==> config.mk <==
export PLATFORM = sky130hd
export DESIGN_NAME = clkctl
export DESIGN_NICKNAME = d
export VERILOG_FILES = /design/src/rtl/clkctl_pkg.sv /design/src/rtl/clkctl_sync.sv /design/src/rtl/clkctl_regs.sv /design/src/rtl/clkctl_div.sv /design/src/rtl/clkctl_lock.sv /design/src/rtl/clkctl.sv
export SDC_FILE = /design/constraint.sdc
export NUM_CORES = 1
export LEC_CHECK = 0
export BUFFER_PORTS_ARGS = -buffer_cell sky130_fd_sc_hd__buf_2
export CORE_ASPECT_RATIO = 1.75
export CORE_UTILIZATION = 30
export DETAILED_ROUTE_END_ITERATION = 8
export GPL_TIMING_DRIVEN = 0
export PLACE_DENSITY_LB_ADDON = 0.05
export SKIP_LAST_GASP = 1
export SLEW_MARGIN = 20
export SYNTH_ARGS = -nofsm -noshare
export SYNTH_HDL_FRONTEND = slang
export SYNTH_HIERARCHICAL = 1
export SYNTH_SLANG_ARGS = --single-unit
==> constraint.sdc <==
create_clock -name clk_i -period 1.7 [get_ports clk_i]
set_input_delay 0.085 -clock clk_i [delete_from_list [all_inputs] [get_ports clk_i]]
set_output_delay 0.085 -clock clk_i [all_outputs]
set_load 0.005 [all_outputs]
==> src/rtl/clkctl_pkg.sv <==
package clkctl_pkg;
  localparam logic ADDR_CTRL = 1'b0;
  localparam logic ADDR_STAT = 1'b1;

  typedef struct packed {
    logic cko_en;
    logic slow;
  } ctrl_t;

  typedef enum logic [1:0] {
    LK_START = 2'd0,
    LK_STAB  = 2'd1,
    LK_DONE  = 2'd2
  } lock_st_e;
endpackage

==> src/rtl/clkctl_sync.sv <==
module clkctl_sync #(
  parameter int STAGES = 2
) (
  input  logic clk_i,
  input  logic rst_ni,
  input  logic d_i,
  output logic q_o
);
  logic [STAGES-1:0] sh_q;

  generate
    if (STAGES == 1) begin : g_one
      always_ff @(posedge clk_i or negedge rst_ni)
        if (!rst_ni) sh_q <= '0;
        else         sh_q <= d_i;
    end else begin : g_many
      always_ff @(posedge clk_i or negedge rst_ni)
        if (!rst_ni) sh_q <= '0;
        else         sh_q <= {sh_q[STAGES-2:0], d_i};
    end
  endgenerate

  assign q_o = sh_q[STAGES-1];
endmodule

==> src/rtl/clkctl_regs.sv <==
module clkctl_regs
  import clkctl_pkg::*;
(
  input  logic       clk_i,
  input  logic       rst_ni,
  input  logic       sel_i,
  input  logic       we_i,
  input  logic       addr_i,
  input  logic [7:0] wdata_i,
  input  logic       locked_i,
  output ctrl_t      ctrl_o,
  output logic [7:0] rdata_o
);
  ctrl_t ctrl_q;
  logic  wr_ctrl;

  assign wr_ctrl = sel_i && we_i && (addr_i == ADDR_CTRL);

  always_ff @(posedge clk_i or negedge rst_ni)
    if (!rst_ni)      ctrl_q <= '0;
    else if (wr_ctrl) ctrl_q <= ctrl_t'(wdata_i[1:0]);

  always_comb begin
    rdata_o = '0;
    if (addr_i == ADDR_CTRL) rdata_o[1:0] = ctrl_q;
    else                     rdata_o[0]   = locked_i;
  end

  assign ctrl_o = ctrl_q;

  a_r5_ctrl_hold: assert property (@(posedge clk_i) disable iff (!rst_ni)
    !wr_ctrl |=> $stable(ctrl_q));
  a_r2_rsvd_zero: assert property (@(posedge clk_i) disable iff (!rst_ni)
    rdata_o[7:2] == 6'd0);
endmodule

==> src/rtl/clkctl_div.sv <==
module clkctl_div
  import clkctl_pkg::*;
#(
  parameter int DIV_LOG2 = 5
) (
  input  logic  clk_i,
  input  logic  rst_ni,
  input  ctrl_t ctrl_i,
  output logic  cpu_clk_o,
  output logic  cko_o,
  output logic  cko_oe_o
);
  localparam int CW = DIV_LOG2;

  logic [CW-1:0] cnt_q;
  logic          slow_act_q;
  logic          cko_act_q;
  logic          at_bound;

  always_ff @(posedge clk_i or negedge rst_ni)
    if (!rst_ni) cnt_q <= '0;
    else         cnt_q <= cnt_q + 1'b1;

  // count 0 sampled at the falling edge: oscillator and divided clock both low
  assign at_bound = (cnt_q == '0);

  always_ff @(negedge clk_i or negedge rst_ni)
    if (!rst_ni) begin
      slow_act_q <= 1'b0;
      cko_act_q  <= 1'b0;
    end else if (at_bound) begin
      slow_act_q <= ctrl_i.slow;
      cko_act_q  <= ctrl_i.cko_en;
    end

  assign cpu_clk_o = slow_act_q ? cnt_q[CW-1] : clk_i;
  assign cko_o     = cko_act_q & cpu_clk_o;
  assign cko_oe_o  = cko_act_q;

  a_r6_slow_at_bound: assert property (@(posedge clk_i) disable iff (!rst_ni)
    !$stable(slow_act_q) |-> (cnt_q == '0));
  a_r6_cko_at_bound: assert property (@(posedge clk_i) disable iff (!rst_ni)
    !$stable(cko_act_q) |-> (cnt_q == '0));
endmodule

==> src/rtl/clkctl_lock.sv <==
module clkctl_lock
  import clkctl_pkg::*;
#(
  parameter int STARTUP_CYC = 256,
  parameter int STAB_CYC    = 1024,
  parameter int SYNC_STAGES = 2
) (
  input  logic clk_i,
  input  logic rst_ni,
  input  logic pll_lock_i,
  input  logic halt_i,
  output logic locked_o
);
  localparam int MAXC = (STARTUP_CYC > STAB_CYC) ? STARTUP_CYC : STAB_CYC;
  localparam int CW   = $clog2(MAXC + 1);

  logic          lock_s;
  lock_st_e      st_q, st_d;
  logic [CW-1:0] cnt_q, cnt_d;

  clkctl_sync #(.STAGES(SYNC_STAGES)) u_sync (
    .clk_i  (clk_i),
    .rst_ni (rst_ni),
    .d_i    (pll_lock_i),
    .q_o    (lock_s)
  );

  always_comb begin
    st_d  = st_q;
    cnt_d = cnt_q;
    if (halt_i) begin
      st_d  = LK_START;
      cnt_d = '0;
    end else begin
      unique case (st_q)
        LK_START:
          if (cnt_q == CW'(STARTUP_CYC - 1)) begin
            st_d  = LK_STAB;
            cnt_d = '0;
          end else cnt_d = cnt_q + 1'b1;
        LK_STAB:
          if (!lock_s) cnt_d = '0;
          else if (cnt_q == CW'(STAB_CYC - 1)) begin
            st_d  = LK_DONE;
            cnt_d = '0;
          end else cnt_d = cnt_q + 1'b1;
        LK_DONE:
          if (!lock_s) begin
            st_d  = LK_STAB;
            cnt_d = '0;
          end
        default: begin
          st_d  = LK_START;
          cnt_d = '0;
        end
      endcase
    end
  end

  always_ff @(posedge clk_i or negedge rst_ni)
    if (!rst_ni) begin
      st_q  <= LK_START;
      cnt_q <= '0;
    end else begin
      st_q  <= st_d;
      cnt_q <= cnt_d;
    end

  assign locked_o = (st_q == LK_DONE);

  a_r8_loss_clears: assert property (@(posedge clk_i) disable iff (!rst_ni)
    (locked_o && !lock_s) |=> !locked_o);
  a_r9_halt_clears: assert property (@(posedge clk_i) disable iff (!rst_ni)
    halt_i |=> !locked_o);
  a_r7_full_stab: assert property (@(posedge clk_i) disable iff (!rst_ni)
    (!locked_o && st_d == LK_DONE) |-> (st_q == LK_STAB && lock_s && cnt_q == CW'(STAB_CYC - 1)));
endmodule

==> src/rtl/clkctl.sv <==
module clkctl
  import clkctl_pkg::*;
#(
  parameter int DIV_LOG2    = 5,
  parameter int STARTUP_CYC = 256,
  parameter int STAB_CYC    = 1024,
  parameter int SYNC_STAGES = 2
) (
  input  logic       clk_i,
  input  logic       rst_ni,
  input  logic       sel_i,
  input  logic       we_i,
  input  logic       addr_i,
  input  logic [7:0] wdata_i,
  output logic [7:0] rdata_o,
  input  logic       pll_lock_i,
  input  logic       halt_i,
  output logic       cpu_clk_o,
  output logic       cko_o,
  output logic       cko_oe_o
);
  ctrl_t ctrl;
  logic  locked;

  clkctl_regs u_regs (
    .clk_i    (clk_i),
    .rst_ni   (rst_ni),
    .sel_i    (sel_i),
    .we_i     (we_i),
    .addr_i   (addr_i),
    .wdata_i  (wdata_i),
    .locked_i (locked),
    .ctrl_o   (ctrl),
    .rdata_o  (rdata_o)
  );

  clkctl_div #(.DIV_LOG2(DIV_LOG2)) u_div (
    .clk_i     (clk_i),
    .rst_ni    (rst_ni),
    .ctrl_i    (ctrl),
    .cpu_clk_o (cpu_clk_o),
    .cko_o     (cko_o),
    .cko_oe_o  (cko_oe_o)
  );

  clkctl_lock #(
    .STARTUP_CYC (STARTUP_CYC),
    .STAB_CYC    (STAB_CYC),
    .SYNC_STAGES (SYNC_STAGES)
  ) u_lock (
    .clk_i      (clk_i),
    .rst_ni     (rst_ni),
    .pll_lock_i (pll_lock_i),
    .halt_i     (halt_i),
    .locked_o   (locked)
  );

  a_r10_stat_write_no_effect: assert property (@(posedge clk_i) disable iff (!rst_ni)
    (sel_i && we_i && addr_i == ADDR_STAT && !halt_i && locked && pll_lock_i) |=> locked);
endmodule

After elaboration in Yosys (flattened, before gate mapping):

Index checks and enable logic that the tools add are counted.

* add/subtract/negate cells: 2
* equal/unequal tests: 8
* mux-type cells: 15
* bitwise gates (word level): 2
* reduce and logical (&&, ||, !) cells: 5

Operators by type and width (number)
* two-way mux 11 bit: 5
* case mux 11 bit (3 select lines): 1
* adder 11 x 1 -> 11 bit, second input constant: 1
* == test 11 x 10 -> 1 bit, second input constant: 1
* == test 11 x 8 -> 1 bit, second input constant: 1
* two-way mux 2 bit: 5
* inequality test 3 x 2 -> 1 bit, second input constant: 2
* inequality test 3 bit, second input constant: 2
* case mux 2 bit (3 select lines): 1
* adder 5 x 1 -> 5 bit, second input constant: 1
* logical NOT 5 bit: 1
* AND reduction 4 bit: 1
* two-way mux 1 bit: 3
* == test 2 x 1 -> 1 bit, second input constant: 1
* == test 2 bit, second input constant: 1
* logical AND 1 bit: 2
* logical NOT 2 bit: 1
* bitwise AND 1 bit: 1
* NOT 1 bit: 1

* flip-flop bits (word level): 24
* input bits: 15
* output and inout bits: 11
* word-level logic and storage cells: 40

Logic depth before layout (Yosys ltp):

* word-level depth: 5
* mapped depth: 7

By module:

The synthesis kept the hierarchy.

Modules (own cells, without submodules)
* clkctl_lock: times used 1, cells an instance 88, area each 785.8 um^2, sequential area each 325.3 um^2
* clkctl_div: times used 1, cells an instance 21, area each 307.8 um^2, sequential area each 175.2 um^2
* clkctl_regs: times used 1, cells an instance 14, area each 168.9 um^2, sequential area each 50.0 um^2
* clkctl_sync: times used 1, cells an instance 2, area each 50.0 um^2, sequential area each 50.0 um^2

==> metrics.txt <==
# TYPE chip_impl_metric gauge
chip_impl_metric{name="dr.first_iter.drc_count",unit=""} 21
chip_impl_metric{name="asyncSetResetFlopFracSynth",unit="%"} 100
chip_impl_metric{name="synth_simple_gate_area_share",unit="%"} 22.4
chip_impl_metric{name="post_synth_mux_area_share",unit="%"} 7.34
chip_impl_metric{name="max-slew-margin-rel",unit="%"} 62.4
chip_impl_metric{name="fraction_of_final_layout_cells_with_drive_strength_greater_than_1",unit="%"} 37.6
chip_impl_info{name="r2r_end",value="u_div/slow_act_q$_DFFE_NN0N_"} 1
chip_impl_metric{name="design.core.area",unit="µm²"} 4150
chip_impl_metric{name="global_route.overflow_total",unit=""} 0
chip_impl_metric{name="yosysSeqAreaShare",unit="%"} 45.8
chip_impl_metric{name="antenna_found_initial",unit=""} 0
chip_impl_metric{name="rows",unit=""} 31
chip_impl_metric{name="ioPinCount",unit=""} 26
chip_impl_metric{name="finalSetupViolCount",unit=""} 12
chip_impl_info{name="crit_path_top_delay_cell",value="dfrtn_1"} 1
chip_impl_metric{name="grt_pass1_wl",unit="mm"} 5.04
chip_impl_metric{name="vias",unit=""} 1048
chip_impl_info{name="endpoint_kind",value="output port"} 1
chip_impl_metric{name="yosys_register_bits",unit=""} 24
chip_impl_metric{name="maximum_fanout_along_the_worst_path",unit=""} 2
chip_impl_metric{name="finalCoreUtilization",unit="%"} 43.8
chip_impl_metric{name="hold_ws",unit="ps"} 75.7
chip_impl_info{name="synthTopCellsByArea",value="dfrtp_1 42%, buf_4 4.6%, nand3_1 4.2%"} 1
chip_impl_metric{name="maxCapViolations",unit=""} 0
chip_impl_metric{name="ir_worst_vdd",unit="mV"} 0.873
chip_impl_metric{name="num-nets-final",unit=""} 183
chip_impl_metric{name="leak_pwr",unit="nW"} 0.836
chip_impl_metric{name="design.die.area",unit="µm²"} 4650
chip_impl_metric{name="routedWlPerCell",unit="µm"} 13.7
chip_impl_metric{name="antennaDiodeCount",unit=""} 0
chip_impl_metric{name="ff2ff_path_depth",unit=""} 4
chip_impl_metric{name="grt_max_degree",unit=""} 25
chip_impl_metric{name="worstPathBufferInverterCount",unit=""} 2
chip_impl_info{name="crit_path_start",value="u_div/slow_act_q$_DFFE_NN0N_"} 1
chip_impl_metric{name="vias_per_cell",unit=""} 4.90
chip_impl_metric{name="ys_types",unit=""} 37
chip_impl_metric{name="drtPass1Iterations",unit=""} 3
chip_impl_info{name="yosys.cell_count.top_type",value="dfrtp_1"} 1
chip_impl_metric{name="clk_latency",unit="ps"} 400
chip_impl_info{name="worst_path_dominant_cell_family",value="flip-flops"} 1
chip_impl_info{name="synth_top_family_by_area",value="simple AND/OR/NAND/NOR gates"} 1
chip_impl_metric{name="synth-xor-area-share",unit="%"} 2.00
chip_impl_metric{name="hold_viol",unit=""} 0
chip_impl_metric{name="die_x",unit="µm"} 52
chip_impl_metric{name="mappedNetlistArea",unit="µm²"} 1310
chip_impl_info{name="critical_path_class",value="reg -> out"} 1
chip_impl_metric{name="setup.reg_to_reg.worst_slack",unit="ps"} -510
chip_impl_metric{name="path_clk_slew",unit="ps"} 80
chip_impl_metric{name="timing_worst_slew_pin_value",unit="ps"} 564
chip_impl_info{name="timing.critical_path.cells",value="mux2_4 > buf_8 > and2_4 > buf_6"} 1
chip_impl_info{name="worstHoldPathType",value="in -> reg"} 1
chip_impl_metric{name="yosysTopAreaCellShare",unit="%"} 41.9
chip_impl_metric{name="final_hpwl_dp",unit="mm"} 1.93
chip_impl_metric{name="timing.final.max_slew_violations",unit=""} 0
chip_impl_info{name="crit_path_start_kind",value="flip-flop"} 1
chip_impl_info{name="synth_ff_type",value="dfrtp_1"} 1
chip_impl_metric{name="synth_enable_flop_cells",unit=""} 0
chip_impl_metric{name="crit_arrival",unit="ps"} 2370
chip_impl_info{name="rsz_0062_raised_after_global_routing",value="true"} 1
chip_impl_metric{name="grt_use_total",unit="%"} 15.8
chip_impl_metric{name="worst-path-stages",unit=""} 4
chip_impl_info{name="synth_top_cell_by_area",value="dfrtp_1"} 1
chip_impl_info{name="failed_checks",value="negative setup slack"} 1
chip_impl_info{name="tritoncts",value="built"} 1
chip_impl_metric{name="synth_area_per_cell",unit="µm²"} 10.5
chip_impl_metric{name="synth.yosys.warnings",unit=""} 6
chip_impl_metric{name="numPortBuffers",unit=""} 13
chip_impl_info{name="synthTopCellsByCount",value="22 x dfrtp_1, 11 x nand3_1, 8 x a21oi_1, 8 x buf_4, 8 x inv_1"} 1
chip_impl_metric{name="die_h",unit="µm"} 89.5
chip_impl_metric{name="detail_route.drc_violations",unit=""} 0
chip_impl_metric{name="globalplace.congestion",unit=""} 0.766
chip_impl_metric{name="slowest_delay",unit="ps"} 440
chip_impl_metric{name="critPathRequiredTime",unit="ps"} 1620
chip_impl_metric{name="timing.clock.skew",unit="ps"} 31.0
chip_impl_metric{name="count_of_mapped_cells_out_of_synthesis",unit=""} 125
chip_impl_info{name="worstSetupEndpoint",value="cko_o"} 1
chip_impl_metric{name="detail-route-antenna-nets",unit=""} 0
chip_impl_metric{name="post_synth_fa_ha_maj_area_fraction",unit="%"} 2.86
chip_impl_metric{name="via_count_of_the_first_global_routing_pass",unit=""} 1165
chip_impl_metric{name="post_synthesis_compound_gate_area_fraction",unit="%"} 11.6
chip_impl_info{name="r2r_start",value="u_div/cnt_q[1]$_DFF_PN0_"} 1
chip_impl_metric{name="final.setup.worst_slack",unit="ps"} -753
chip_impl_metric{name="routed_wl",unit="mm"} 2.94
chip_impl_info{name="result_of_the_run",value="finished with violations"} 1
chip_impl_metric{name="total_power_per_unit_cell_area",unit="nW/µm²"} 1010
chip_impl_metric{name="start_util",unit="%"} 31.6
chip_impl_metric{name="syn2layout_area_growth",unit="%"} 38.4
==> power by group <==
group | internal (mW) | total, mW | switching (mW)
clock network | 0.769 | 1.08 | 0.308
registers | 0.598 | 0.621 | 0.0232
logic | 0.0797 | 0.138 | 0.0579
total | 1.45 | 1.83 | 0.389
==> cells in the final DEF (no fill, tap or decap), types with 3 or more instances in the layout <==
master         Yosys  layout
dfrtp_1           22      22
buf_4              8      12
buf_2              0      11
nand3_1           11      11
clkbuf_8           0      10
a21oi_1            8       8
inv_1              8       7
o21ai_0            7       7
nand2_1            6       6
conb_1             1       6
dlygate4sd3_1      0       5
mux2_4             2       4
nor2_1             5       4
or3_1              4       4
buf_6              1       3
and3_1             3       3
==> area by class of cell <==
type | count | area [µm²]
timing repair buffer | 20 | 135
inverter | 8 | 30.0
clock buffer | 14 | 179
multi-input combinational | 89 | 709
tap | 49 | 61.3
buffer | 9 | 71.3
sequential | 24 | 601
fill | 404 | 2330
clock inverter | 1 | 30.0
==> layer usage <==
metal  vias up  GRT usage (%)  part of all wire, %
met1       514           15.7                   41
met3         5           6.12                  2.3
met5         -              0                    0
met2        18           24.8                   55
met4         0           14.5                  2.1
li1        511              -                    -
==> how the worst min path moves through the flow <==
stage                 from                            to  slack (ps)  cells past startpoint
floorplan           rst_ni      u_div/cnt_q[0]$_DFF_PN0_        -210                      0
global placement    rst_ni  u_lock/cnt_q[10]$_DFFE_PN0N_         120                      1
detailed placement  rst_ni  u_lock/cnt_q[10]$_DFFE_PN0N_         120                      1
CTS                  sel_i  u_regs/ctrl_o[1]$_DFFE_PN0P_          70                      3
global route         sel_i  u_regs/ctrl_o[0]$_DFFE_PN0P_          80                      3
finish               sel_i  u_regs/ctrl_o[1]$_DFFE_PN0P_          80                      3
==> what timing repair did <==
item                                    in CTS  in global routing
pin swaps                                    1                  0
endpoints found under the hold margin       26                  0
endpoints found under the setup margin      13                 19
hold buffers                                 5                  0
resized for setup                            8                  7
setup buffers                                4                  0
==> registers in the layout, summed over array words and instances (netlist names) <==
name                cells
u_regs/ctrl_o           2
u_lock/u_sync/sh_q      2
u_lock/st_q             2
u_div/slow_act_q        1
u_div/cko_oe_o          1
u_lock/cnt_q           11
u_div/cnt_q             5
==> worst reg2reg max path: stages, from the launching register on <==
cell	delay (ps)
dfrtp_1	400
inv_1	90
ha_4	120
nor4b_4	250
mux2_1	360
==> per-stage QoR <==
| stage | area [µm²] | std cells | setup TNS [ps] | total power, mW | worst slack [ps] |
|---|---|---|---|---|---|
| floorplan | 1340 | 130 | -921 | 0.745 | -423 |
| CTS | 1780 | 214 | -2860 | 1.86 | -778 |
| global placement | 1470 | 192 | -1590 | 0.812 | -499 |
| global route | 1820 | 214 | -3880 | 1.94 | -790 |
| finish | 1820 | 214 | -2810 | 1.83 | -753 |
| detailed placement | 1470 | 192 | -1630 | 0.815 | -530 |
==> kinds of logic after synthesis <==
family | count (synthesis)
buffers and inverters | 17
adder cells (fa/ha/maj) | 3
XOR/XNOR | 3
AND/OR/NAND/NOR | 46
AO/OA/AOI/OAI | 23
other | 1
multiplexers | 8
flip-flops | 24
(Power assumes the default switching activity.)
